==> config.mk <==
export PLATFORM = sky130hd
export DESIGN_NAME = asid_tlb
export DESIGN_NICKNAME = d
export VERILOG_FILES = /design/src/rtl/tlb_pkg.sv /design/src/rtl/tlb_slot.sv /design/src/rtl/tlb_victim.sv /design/src/rtl/asid_tlb.sv
export SDC_FILE = /design/constraint.sdc
export NUM_CORES = 1
export LEC_CHECK = 0
export BUFFER_PORTS_ARGS = -buffer_cell sky130_fd_sc_hd__buf_2
export CAP_MARGIN = 15
export CORE_ASPECT_RATIO = 0.8
export CORE_MARGIN = 5
export CORE_UTILIZATION = 54
export DETAILED_ROUTE_END_ITERATION = 8
export PLACE_DENSITY = 0.83
export SYNTH_ARGS = -nofsm -noshare
export SYNTH_HDL_FRONTEND = slang
export SYNTH_SLANG_ARGS = --single-unit
export TNS_END_PERCENT = 5
==> constraint.sdc <==
create_clock -name clk -period 5.8 [get_ports clk]
set_clock_uncertainty 0.2 [all_clocks]
set_input_delay 0.87 -clock clk [delete_from_list [all_inputs] [get_ports clk]]
set_output_delay 0.87 -clock clk [all_outputs]
set_load 0.05 [all_outputs]
==> src/rtl/tlb_pkg.sv <==
package tlb_pkg;
  parameter int OFF_W  = 12;
  parameter int VPN_W  = 19;
  parameter int PFN_W  = 24;
  parameter int ASID_W = 8;
  parameter int ATTR_W = 3;
  localparam int VA_W  = VPN_W + OFF_W;
  localparam int PA_W  = PFN_W + OFF_W;

  typedef struct packed {
    logic [VPN_W-1:0]  vpn;
    logic [PFN_W-1:0]  pfn;
    logic [ASID_W-1:0] asid;
    logic              glob;
    logic              dirty;
    logic              valid;
    logic              wr_ok;
    logic              usr_ok;
    logic [ATTR_W-1:0] attr;
  } entry_t;
endpackage

==> src/rtl/tlb_slot.sv <==
module tlb_slot
  import tlb_pkg::*;
(
  input  logic              clk,
  input  logic              rst,
  input  logic              flush,
  input  logic              we,
  input  entry_t            wdata,
  input  logic [VPN_W-1:0]  lk_vpn,
  input  logic [ASID_W-1:0] lk_asid,
  output logic              match,
  output entry_t            q
);
  logic   vld;
  entry_t body;

  always_ff @(posedge clk) begin
    if (rst || flush) vld <= 1'b0;
    else if (we)      vld <= wdata.valid;
  end

  always_ff @(posedge clk) begin
    if (we) body <= wdata;
  end

  always_comb begin
    q       = body;
    q.valid = vld;
  end

  assign match = vld && (body.vpn == lk_vpn) && (body.glob || body.asid == lk_asid);

  AST_VALID_DROP: assert property (@(posedge clk) disable iff (rst)
    $fell(vld) |-> $past(flush || we));
endmodule

==> src/rtl/tlb_victim.sv <==
module tlb_victim #(
  parameter int ENTRIES = 8,
  localparam int IDX_W = (ENTRIES > 1) ? $clog2(ENTRIES) : 1
) (
  input  logic               clk,
  input  logic               rst,
  input  logic               ins_go,
  input  logic [ENTRIES-1:0] valid_vec,
  output logic [IDX_W-1:0]   sel
);
  logic [IDX_W-1:0] ptr;
  logic [IDX_W-1:0] first;
  logic             found;

  always_comb begin
    found = 1'b0;
    first = '0;
    for (int i = 0; i < ENTRIES; i++) begin
      if (!found && !valid_vec[i]) begin
        found = 1'b1;
        first = IDX_W'(i);
      end
    end
    sel = found ? first : ptr;
  end

  always_ff @(posedge clk) begin
    if (rst) ptr <= '0;
    else if (ins_go && !found)
      ptr <= (ptr == IDX_W'(ENTRIES-1)) ? '0 : ptr + 1'b1;
  end

  AST_PTR_HOLD: assert property (@(posedge clk) disable iff (rst)
    !ins_go |=> $stable(ptr));
endmodule

==> src/rtl/asid_tlb.sv <==
module asid_tlb
  import tlb_pkg::*;
#(
  parameter int ENTRIES = 8,
  localparam int IDX_W = (ENTRIES > 1) ? $clog2(ENTRIES) : 1
) (
  input  logic              clk,
  input  logic              rst,
  input  logic [VA_W-1:0]   lk_va,
  input  logic [ASID_W-1:0] lk_asid,
  input  logic              lk_write,
  input  logic              lk_user,
  output logic              lk_hit,
  output logic              lk_fault,
  output logic              lk_pa_ok,
  output logic [PA_W-1:0]   lk_pa,
  output logic [ATTR_W-1:0] lk_attr,
  input  logic              ins_en,
  input  logic [VPN_W-1:0]  ins_vpn,
  input  logic [PFN_W-1:0]  ins_pfn,
  input  logic [ASID_W-1:0] ins_asid,
  input  logic              ins_global,
  input  logic              ins_dirty,
  input  logic              ins_valid,
  input  logic              ins_wr_ok,
  input  logic              ins_usr_ok,
  input  logic [ATTR_W-1:0] ins_attr,
  input  logic              flush
);
  entry_t             wdata;
  entry_t             slot_q [ENTRIES];
  logic [ENTRIES-1:0] match;
  logic [ENTRIES-1:0] valid_vec;
  logic [IDX_W-1:0]   sel;
  logic               ins_go;
  entry_t             hit_e;
  logic               hit;
  logic               deny;

  assign ins_go = ins_en && !flush;

  always_comb begin
    wdata.vpn    = ins_vpn;
    wdata.pfn    = ins_pfn;
    wdata.asid   = ins_asid;
    wdata.glob   = ins_global;
    wdata.dirty  = ins_dirty;
    wdata.valid  = ins_valid;
    wdata.wr_ok  = ins_wr_ok;
    wdata.usr_ok = ins_usr_ok;
    wdata.attr   = ins_attr;
  end

  for (genvar g = 0; g < ENTRIES; g++) begin : g_slot
    tlb_slot u_slot (
      .clk     (clk),
      .rst     (rst),
      .flush   (flush),
      .we      (ins_go && (sel == IDX_W'(g))),
      .wdata   (wdata),
      .lk_vpn  (lk_va[VA_W-1:OFF_W]),
      .lk_asid (lk_asid),
      .match   (match[g]),
      .q       (slot_q[g])
    );
    assign valid_vec[g] = slot_q[g].valid;
  end

  tlb_victim #(.ENTRIES(ENTRIES)) u_victim (
    .clk       (clk),
    .rst       (rst),
    .ins_go    (ins_go),
    .valid_vec (valid_vec),
    .sel       (sel)
  );

  always_comb begin
    hit   = 1'b0;
    hit_e = '0;
    for (int i = 0; i < ENTRIES; i++) begin
      if (match[i]) begin
        hit   = 1'b1;
        hit_e = entry_t'(hit_e | slot_q[i]);
      end
    end
  end

  assign deny     = (lk_write && (!hit_e.wr_ok || !hit_e.dirty)) || (lk_user && !hit_e.usr_ok);
  assign lk_hit   = hit;
  assign lk_fault = hit && deny;
  assign lk_pa_ok = hit && !deny;
  assign lk_pa    = lk_pa_ok ? {hit_e.pfn, lk_va[OFF_W-1:0]} : '0;
  assign lk_attr  = hit ? hit_e.attr : '0;

  AST_FLUSH_EMPTIES: assert property (@(posedge clk) disable iff (rst)
    flush |=> !lk_hit);
  AST_FAULT_NEEDS_HIT: assert property (@(posedge clk) disable iff (rst)
    lk_fault |-> (lk_hit && !lk_pa_ok));
  AST_OFFSET_THRU: assert property (@(posedge clk) disable iff (rst)
    lk_pa_ok |-> (lk_pa[OFF_W-1:0] == lk_va[OFF_W-1:0]));
endmodule

==> impl_metrics.json, run 1 <==
{
  "r2r_start": "g_slot[2].u_slot.vld",
  "clockBufferDepth": 3,
  "synth_cell_type_count": 38,
  "post_cts_resized": 0,
  "synth_cells": 1080,
  "layout_commonest_cell": "edfxtp_1",
  "drcViolationCount": 0,
  "area_growth_pct": 14.62,
  "hold_start": "g_slot[7].u_slot.vld",
  "grt_pass1_wl_mm": 65.03,
  "power_w": 0.007026,
  "fmax_ghz": 0.2000,
  "cp_top_family": "simple AND/OR/NAND/NOR gates",
  "cts_buffers": 46,
  "drive_gt1_share_pct": 20.28,
  "dpl_cell_area_um2": 19950,
  "synth_area_leader_cell": "edfxtp_1",
  "synthXorXnorAreaFrac_pct": 10.10,
  "diodes": 0,
  "cp_slowest_cell": "nor3_1",
  "synth_edf_count": 464,
  "routed_wirelength_mm": 43.60,
  "start_util_pct": 54.31,
  "power_density_nw_per_um2": 327.2,
  "synth_mux_area_share_pct": 0.2671,
  "hold_path_depth": 2,
  "setup_violations": 0,
  "cts_sinks": 475,
  "synthFlopType": "edfxtp_1",
  "synthAdderAreaFrac_pct": 0.1336,
  "post-route-util_pct": 62.26,
  "seq_area_frac_synth_pct": 75.54,
  "tightest_slew_ns": 1.221,
  "status": "finished clean",
  "dp_hpwl_mm": 26.12,
  "maxCapViolations": 0,
  "critPathBufInv": 3,
  "crit_arrival_ns": 3.93,
  "path_clk_slew_ns": 0.06,
  "drtIter0Drc": 1034,
  "syn_nets": 1186,
  "gp_congestion": 0.8352,
  "r2r_end": "g_slot[6].u_slot.q[48]",
  "required_ns": 4.73,
  "r2r_slack_ns": 2.15,
  "drv_slew": 0,
  "fp-row-count": 61,
  "stdcell_count": 1744,
  "hold_ws_ns": 0.3232,
  "syn_area_um2": 18740,
  "maxSlewHeadroom_pct": 18.41,
  "crit_chain": "buf_2 -> xnor2_1 -> nand4_1 -> nor3_1 -> and3_1 -> a222oi_1 -> and3_1 -> a22oi_2 -> buf_4 -> a21boi_0 -> buf_2",
  "yosys_warnings": 0,
  "fin_area_um2": 21480,
  "fin_nets": 1340,
  "coreArea_um2": 34500,
  "final.min_clock_period_ns": 5.001,
  "final_cell_mix": "edfxtp_1, xnor2_1, buf_2, xor2_1, a22o_1",
  "start_kind": "input port",
  "htreeDepth": 2,
  "grt_usage_pct": 22.48,
  "critPathMaxFanout": 38,
  "numPortBuffers": 145,
  "fp.dieArea_um2": 38550,
  "synthSimpleGateAreaFrac_pct": 4.461,
  "whs_endpoint": "g_slot[7].u_slot.vld",
  "crit_path_end_kind": "output port",
  "synth-compound-area-share_pct": 7.780,
  "ys_ff_latch": 475,
  "cts_setup_buffers": 0,
  "finalHoldViolations": 0,
  "ir_worst_vdd_mv": 0.2543,
  "cts_root_buffer": "clkbuf_16",
  "ant_nets": 0,
  "min_period_over_period_pct": 86.22,
  "avgSynthCellArea_um2": 17.35,
  "max_stage_delay_ns": 0.60,
  "dpl.cell_count": 1658,
  "antenna_found_initial": 3,
  "crit_type": "input port to output port",
  "synth_area_leaders": "edfxtp_1, xnor2_1, xor2_1, a22o_1, a221oi_1",
  "fill_cells": 2448,
  "grt_max_degree": 60,
  "die_y_um": 176.6,
  "yosys.area.top_type_share_pct": 74.36,
  "hold_class": "register to register",
  "routedWlPerCell_um": 25.00,
  "clk_latency_ns": 0.56,
  "die_w_um": 218.3,
  "grt_pass1_vias": 10500,
  "cts_tree": "yes",
  "overflow": 0,
  "dr.pass1.iters": 5,
  "synth_top_family_by_area": "XOR/XNOR gates",
  "worstRegToRegCells": 6,
  "synthArstFlopShare_pct": 0,
  "viasPerCell": 5.960,
  "rsz0062_at_grt": "no",
  "num_vias": 10400,
  "ios": 146,
  "cts_hold_buf": 0,
  "power_leakage_nw": 6.963
}
[synthesized netlist by cell type, drive strengths merged (2+ instances only)]
cell type and number:
xnor2 156, nor2 30, a22oi 10, o21ai 9
a21oi 7, and2 2, ha 2, edfxtp 464
nand4 51, buf 51, nor2b 2, nor3 9
nand2 15, a21boi 25, a41o 8, a221oi 51
and3 20, dfxtp 11, nand3 5, a22o 52
nand2b 4, xor2 60, nor4 13, mux2i 5
clkbuf 7, o2111ai 5
[metrics by stage]
step / setup slack (ns) / setup TNS [ns]
after global placement: 0.9255 / 0
after global routing: 0.5901 / 0
final: 0.7993 / 0
after CTS: 0.8829 / 0
after floorplan: -0.2481 / -23.34
after detailed placement: 0.8820 / 0
[sequential cells by signal, indices dropped and copies added (netlist names)]
signal and count:
g_slot.u_slot.q 464, u_victim.ptr 3, g_slot.u_slot.vld 8
[worst register-to-register path: stages, from the launching register on]
cell and delay (ns):
dfxtp_1 0.41, and4_1 0.26, nand4_1 0.16, o2111ai_1 0.28, or3_1 0.59, nor2_4 0.96, buf_4 0.47
[cell families after synthesis]
kind of cell,after synthesis
buffers and inverters,59
adders and majority gates,2
AOI/OAI and AO/OA,169
DFF,475
and+or+nand+nor,154
xor gates and xnor gates,216
muxes,5
[layout make-up]
type	instances	area [um2]	share of cell area (%)
clock buffer	55	1206	5.616
clock inverter	31	324.1	1.509
inverter	1	3.754	0.01748
multi-input combinational	546	4318	20.10
sequential	475	14150	65.90
tap	472	590.6	2.750
timing repair buffer	164	880.8	4.101
[layer usage]
metal	track usage (%)	part of all wire, %
met1	32.29	42
met2	35.51	46
met3	5.297	9.3
met4	5.415	2.1
met5	0	0.094
[power by group]
| part | internal, W | leakage [nW] | switching (W) |
|---|---|---|---|
| registers | 0.00379 | 4.28 | 0.00000659 |
| clock network | 0.00176 | 0.740 | 0.00124 |
| logic | 0.0000826 | 1.94 | 0.000153 |
| total | 0.00563 | 6.96 | 0.00140 |
[worst max-delay path by stage]
stage / startpoint / end / slack [ns] / depth (start not counted)
after global routing: lk_va[24] / lk_pa[14] / 0.59 / 11
after floorplan: flush / g_slot[2].u_slot.vld / -0.25 / 5
after global placement: lk_va[22] / lk_pa[14] / 0.93 / 11
after detailed placement: lk_va[12] / lk_pa[14] / 0.88 / 11
final: lk_va[22] / lk_pa[14] / 0.80 / 11
after CTS: lk_va[12] / lk_pa[14] / 0.88 / 11
(Power assumes the default switching activity.)
==> run 2: changes to the inputs <==
Settings changed: ABC_AREA set to 1, CTS_CLUSTER_DIAMETER set to 200, PLACE_DENSITY 0.83 to 0.82, SLEW_MARGIN set to 20.
==> run 2 against run 1 <==
  * Sequential power is essentially flat
  * Wire length grew 22%
  * Combinational power grew 12%
  * Design area grew 7.7%
  * First-iteration DRC count grew 56%
  * Total power shrank 0.88%
  * Worst hold slack lost 0.017 ns
  * Utilization shrank 0.071 points
  * Maximum frequency grew 1.6%
  * Largest power group unchanged
  * Clock power shrank 3%
  * Sequential share of layout area shrank 4.7 points
==> impl_metrics.json, run 2 <==
{
  "fmax_ghz": 0.2033,
  "required_ns": 4.73,
  "tightest_slew_ns": 1.061,
  "setup_violations": 0,
  "maxSlewHeadroom_pct": 29.29,
  "ant_nets": 0,
  "start_util_pct": 54.90,
  "power_leakage_nw": 8.659,
  "largest_reg_flops": 464,
  "pwr-share-clk_pct": 41.7,
  "ios": 146,
  "cts_root_buffer": "clkbuf_16",
  "synth_cells": 1738,
  "fill_cells": 2760,
  "num_vias": 13590,
  "synth_cell_type_count": 43,
  "cts_buffers": 45,
  "maxCapViolations": 0,
  "final_cell_mix": "edfxtp_1, nand2_1, inv_1, nand3_1, buf_2",
  "synthFlopType": "edfxtp_1",
  "fin_tns_setup_ns": 0,
  "hold_ws_ns": 0.3062,
  "numPortBuffers": 145,
  "hold_class": "input port to register",
  "p_seq_share_pct": 54.5,
  "routed_wirelength_mm": 53.04,
  "ys_ff_latch": 475,
  "fp-row-count": 63,
  "synthArstFlopShare_pct": 0,
  "syn_area_um2": 20430,
  "start_kind": "input port",
  "drive_gt1_share_pct": 16.72,
  "area_growth_pct": 13.26,
  "crit_type": "input port to output port",
  "ir_worst_vdd_mv": 0.2040,
  "cts_tree": "yes",
  "die_w_um": 227.5,
  "synth_edf_count": 464,
  "die_y_um": 184.0,
  "path_clk_slew_ns": 0.06,
  "seq_area_frac_synth_pct": 69.29,
  "internal_power_w": 0.005536,
  "grt_usage_pct": 25.18,
  "final.min_clock_period_ns": 4.920,
  "power_frac_comb_pct": 3.8,
  "post_cts_resized": 0,
  "dr.pass1.iters": 5,
  "crit_path_end_kind": "output port",
  "fin_nets": 2005,
  "clk_latency_ns": 0.54,
  "syn_nets": 1844,
  "drtIter0Drc": 1608,
  "cts_hold_buf": 0,
  "fp.dieArea_um2": 41840,
  "overflow": 0,
  "synth_common_cells": "edfxtp_1, nand2_1, inv_1, nand3_1, nor2_1",
  "grt_pass1_wl_mm": 79.40,
  "status": "finished clean",
  "cts_setup_buffers": 0,
  "grt_pass1_vias": 13430,
  "yosysMostFrequentCell": "edfxtp_1",
  "clockBufferDepth": 3,
  "critPathMaxFanout": 19,
  "antenna_found_initial": 7,
  "min_period_over_period_pct": 84.82,
  "synth_area_leader_cell": "edfxtp_1",
  "power_density_nw_per_um2": 301.0,
  "finalHoldViolations": 0,
  "routedWlPerCell_um": 21.88,
  "avgSynthCellArea_um2": 11.75,
  "gp_congestion": 1.014,
  "yosys.area.top_type_share_pct": 68.21,
  "yosys_warnings": 0,
  "layout_commonest_cell": "edfxtp_1",
  "drv_slew": 0,
  "drcViolationCount": 0,
  "htreeDepth": 2,
  "synth_area_leaders": "edfxtp_1, nand2_1, nand3_1, xnor2_1, inv_1",
  "cts_sinks": 475,
  "rsz0062_at_grt": "no",
  "viasPerCell": 5.608,
  "switchingPower_w": 0.001428,
  "grt_max_degree": 61,
  "dp_hpwl_mm": 34.65,
  "crit_arrival_ns": 3.85,
  "swShare_pct": 20.51,
  "coreArea_um2": 37210
}
run 2: layout make-up:
class | instances | area, um2 | share of cell area [%]
flip-flops and latches | 475 | 14150 | 61.18
inverters | 177 | 669.4 | 2.893
well taps | 487 | 609.3 | 2.634
repair buffers | 176 | 998.5 | 4.316
multi-input cells | 1024 | 5253 | 22.70
diodes | 5 | 12.51 | 0.05408
clock inverters | 21 | 209.0 | 0.9031
clock buffers | 59 | 1231 | 5.322
run 2: power groups by stage:
| stage | combinational, W | clock (W) | sequential [W] |
|---|---|---|---|
| finish | 0.000264 | 0.00291 | 0.00379 |
| global route | 0.000287 | 0.00309 | 0.00379 |
| CTS | 0.000260 | 0.00292 | 0.00379 |
| detailed placement | 0.000258 | 0 | 0.00387 |
| global placement | 0.000250 | 0 | 0.00387 |
| floorplan | 0.000135 | 0 | 0.00387 |
run 2: cell families after synthesis:
group                      Yosys count  synth area share, %
AOI/OAI and AO/OA                   44                1.274
xor gates and xnor gates            97                4.159
adders and majority gates            2               0.1225
buffers and inverters              239                5.255
DFF                                475                69.29
and+or+nand+nor                    881                19.90
run 2: through the flow:
stage	utilization, %	total power, W	worst slack (ns)	cell area (um2)	cells
after CTS	62.15	0.006973	0.8961	23120	2419
final	62.18	0.006965	0.8805	23140	2424
after global placement	58.13	0.004117	1.025	21630	2337
after floorplan	-	0.004004	1.299	20430	1738
after detailed placement	58.28	0.004125	0.9460	21680	2339
after global routing	62.18	0.007173	0.6796	23130	2423
run 2: final timing paths:
path,startpoint,endpoint,slack (ns),cells past startpoint
worst max register to register,g_slot[0].u_slot.vld,g_slot[2].u_slot.q[54],2.14,10
worst min-delay path,rst,u_victim.ptr[0],0.31,2
worst max-delay path,lk_va[13],lk_pa[27],0.88,19
worst min register to register,u_victim.ptr[0],u_victim.ptr[0],0.31,1
run 2: routing by layer:
metal	GRT usage, %	up-vias	wire (um)
met3	7.439	131	6433
met4	8.393	6	1713
met2	39.25	787	24320
met5	0	-	35
met1	34.41	6457	20530
li1	-	6212	-
run 2: worst max-delay path: stages:
cell,delay [ns]
buf_2,0.18
inv_2,0.16
nand2_1,0.09
nand2_1,0.05
inv_1,0.05
nand2_1,0.04
nor2_1,0.35
nand3_1,0.20
nor2_4,0.22
nand3_1,0.10
nand2_1,0.07
nor2_1,0.05
nand2_1,0.06
nand2_1,0.05
nand2_1,0.11
nand3_4,0.39
buf_4,0.40
nor2_4,0.10
buf_2,0.27
==> run 3: changes to the inputs <==
Settings changed: CORE_UTILIZATION 54 to 60, PLACE_DENSITY 0.82 to 0.86.
Clock period 5.8 ns to 4.8 ns, I/O delays scaled along.
==> run 3 against run 2 <==
  * Register-to-register slack worse by 0.74 ns
  * Global-route usage up 2.5 points
  * Critical path depth down 2
  * Clock-buffer cell count down 3
  * Total power up 19%
  * Flip-flop and latch count unchanged
  * Cell count down 2.4%
  * Critical path type unchanged
==> impl_metrics.json, run 3 (synthesis gave the netlist of run 2 again) <==
{
  "status": "finished clean",
  "cts_setup_buffers": 0,
  "grt_pass1_wl_mm": 80.00,
  "cts_tree": "yes",
  "fp.dieArea_um2": 37860,
  "grt_max_degree": 60,
  "htreeDepth": 2,
  "numPortBuffers": 145,
  "cts_hold_buf": 0,
  "drtIter0Drc": 1906,
  "grt_usage_pct": 27.65,
  "viasPerCell": 5.881,
  "start_util_pct": 60.74,
  "routedWlPerCell_um": 22.32,
  "drive_gt1_share_pct": 16.49,
  "clockBufferDepth": 3,
  "switchingPower_w": 0.001741,
  "critPathMaxFanout": 15,
  "crit_path_end_kind": "output port",
  "die_y_um": 175.0,
  "dp_hpwl_mm": 34.52,
  "required_ns": 3.88,
  "tightest_slew_ns": 1.015,
  "power_leakage_nw": 8.639,
  "hold_class": "input port to register",
  "fin_tns_setup_ns": 0,
  "fin_area_um2": 23040,
  "finalHoldViolations": 0,
  "grt_pass1_vias": 13960,
  "use_met3_pct": 7.033,
  "final_cell_mix": "edfxtp_1, nand2_1, inv_1, nand3_1, buf_2",
  "internal_power_w": 0.006535,
  "drcViolationCount": 0,
  "grt_use_met1_pct": 37.64,
  "swShare_pct": 21.04,
  "largest_reg_flops": 464,
  "crit_arrival_ns": 3.58,
  "path_clk_slew_ns": 0.06,
  "crit_type": "input port to output port",
  "setup_violations": 0,
  "antenna_found_initial": 5,
  "cts_sinks": 475,
  "dr.pass1.iters": 6,
  "grt_util_met2_pct": 43.38,
  "post_cts_resized": 0,
  "maxSlewHeadroom_pct": 32.32,
  "ant_nets": 0,
  "start_kind": "input port",
  "drv_slew": 0,
  "overflow": 0,
  "dpl_cell_area_um2": 21670,
  "grt-busiest-layer": "met2",
  "clk_latency_ns": 0.56,
  "power_w": 0.008276,
  "ios": 146,
  "power_frac_comb_pct": 3.9,
  "min_period_over_period_pct": 93.69,
  "area_growth_pct": 12.80,
  "maxCapViolations": 0,
  "rsz0062_at_grt": "no",
  "die_w_um": 216.3,
  "gp_congestion": 0.9217,
  "cts_buffers": 45,
  "final.min_clock_period_ns": 4.497,
  "fill_cells": 2306,
  "p_seq_share_pct": 55.4,
  "layout_commonest_cell": "edfxtp_1",
  "coreArea_um2": 33630,
  "power_density_nw_per_um2": 359.2,
  "fp-row-count": 60,
  "fin_nets": 2006,
  "pwr-share-clk_pct": 40.7,
  "num_vias": 13920,
  "ir_worst_vdd_mv": 0.3009,
  "cts_root_buffer": "clkbuf_16",
  "fmax_ghz": 0.2224,
  "routed_wirelength_mm": 52.82
}
==> run 3: cell count changes in the layout (fill, tap and decap cells not counted), sizes merged <==
| cell | before | now |
|---|---|---|
| clkbuf | 59 | 56 |
| bufinv | 4 | 2 |
| buf | 176 | 177 |
| clkinv | 19 | 20 |
| clkinvlp | 1 | 0 |
| diode | 5 | 4 |
| inv | 174 | 175 |
==> run 3: path summary, 6_finish.rpt <==
path | startpoint | slack, ns | cells past startpoint | to
max | lk_va[19] | 0.30 | 17 | lk_pa[13]
min | rst | 0.13 | 2 | u_victim.ptr[0]
max reg2reg | g_slot[1].u_slot.vld | 1.40 | 10 | g_slot[2].u_slot.q[50]
min reg2reg | u_victim.ptr[0] | 0.33 | 1 | u_victim.ptr[0]
==> run 3: final cells by class <==
class	count	area, um2	share of cell area, %
clock buffer	56	1189	5.159
multi-input combinational	1024	5253	22.80
inverter	177	669.4	2.905
sequential	475	14150	61.43
tap	434	543.0	2.357
timing repair buffer	177	1054	4.572
antenna	4	10.01	0.04344
clock inverter	20	170.2	0.7385
==> run 3: metal layers <==
layer / up-vias / part of all wire, % / routed length (um)
met3: 163 / 12 / 6413
met1: 6587 / 38 / 19980
met2: 948 / 46 / 24360
met4: 4 / 3.9 / 2048
met5: - / 0.044 / 23
li1: 6218 / - / -
==> run 3: worst max-delay path, cell delays in order <==
cell and delay [ns]:
buf_2 0.20, inv_2 0.15, nand2_1 0.14, nand4_1 0.10, nor2_1 0.31, nand3_1 0.19, nor2_4 0.25, nand3_1 0.14
nand2_1 0.10, nor2_1 0.06, nand2_1 0.06, nand2_1 0.06, nand2_1 0.14, nand3_4 0.29, buf_12 0.29, nor2_4 0.09
buf_2 0.26
==> run 3: power groups by stage <==
stage	clock network (W)	registers, W	logic, W
2_1_floorplan	0	0.00467	0.000163
3_3_place_gp	0	0.00467	0.000297
3_5_place_dp	0	0.00467	0.000310
4_1_cts	0.00339	0.00459	0.000312
5_1_grt	0.00358	0.00458	0.000345
6_report	0.00337	0.00459	0.000319
==> run 3: metrics by stage <==
step                      hold WS [ns]  setup slack (ns)  util (%)  instances
after floorplan                 0.2627            0.2987         -       1738
after global placement          0.2861            0.5265     64.44       2287
after detailed placement        0.3023            0.4405     64.44       2287
after CTS                       0.1179            0.3975     68.48       2363
after global routing            0.1478            0.1506     68.50       2366
final                           0.1349            0.3027     68.51       2367
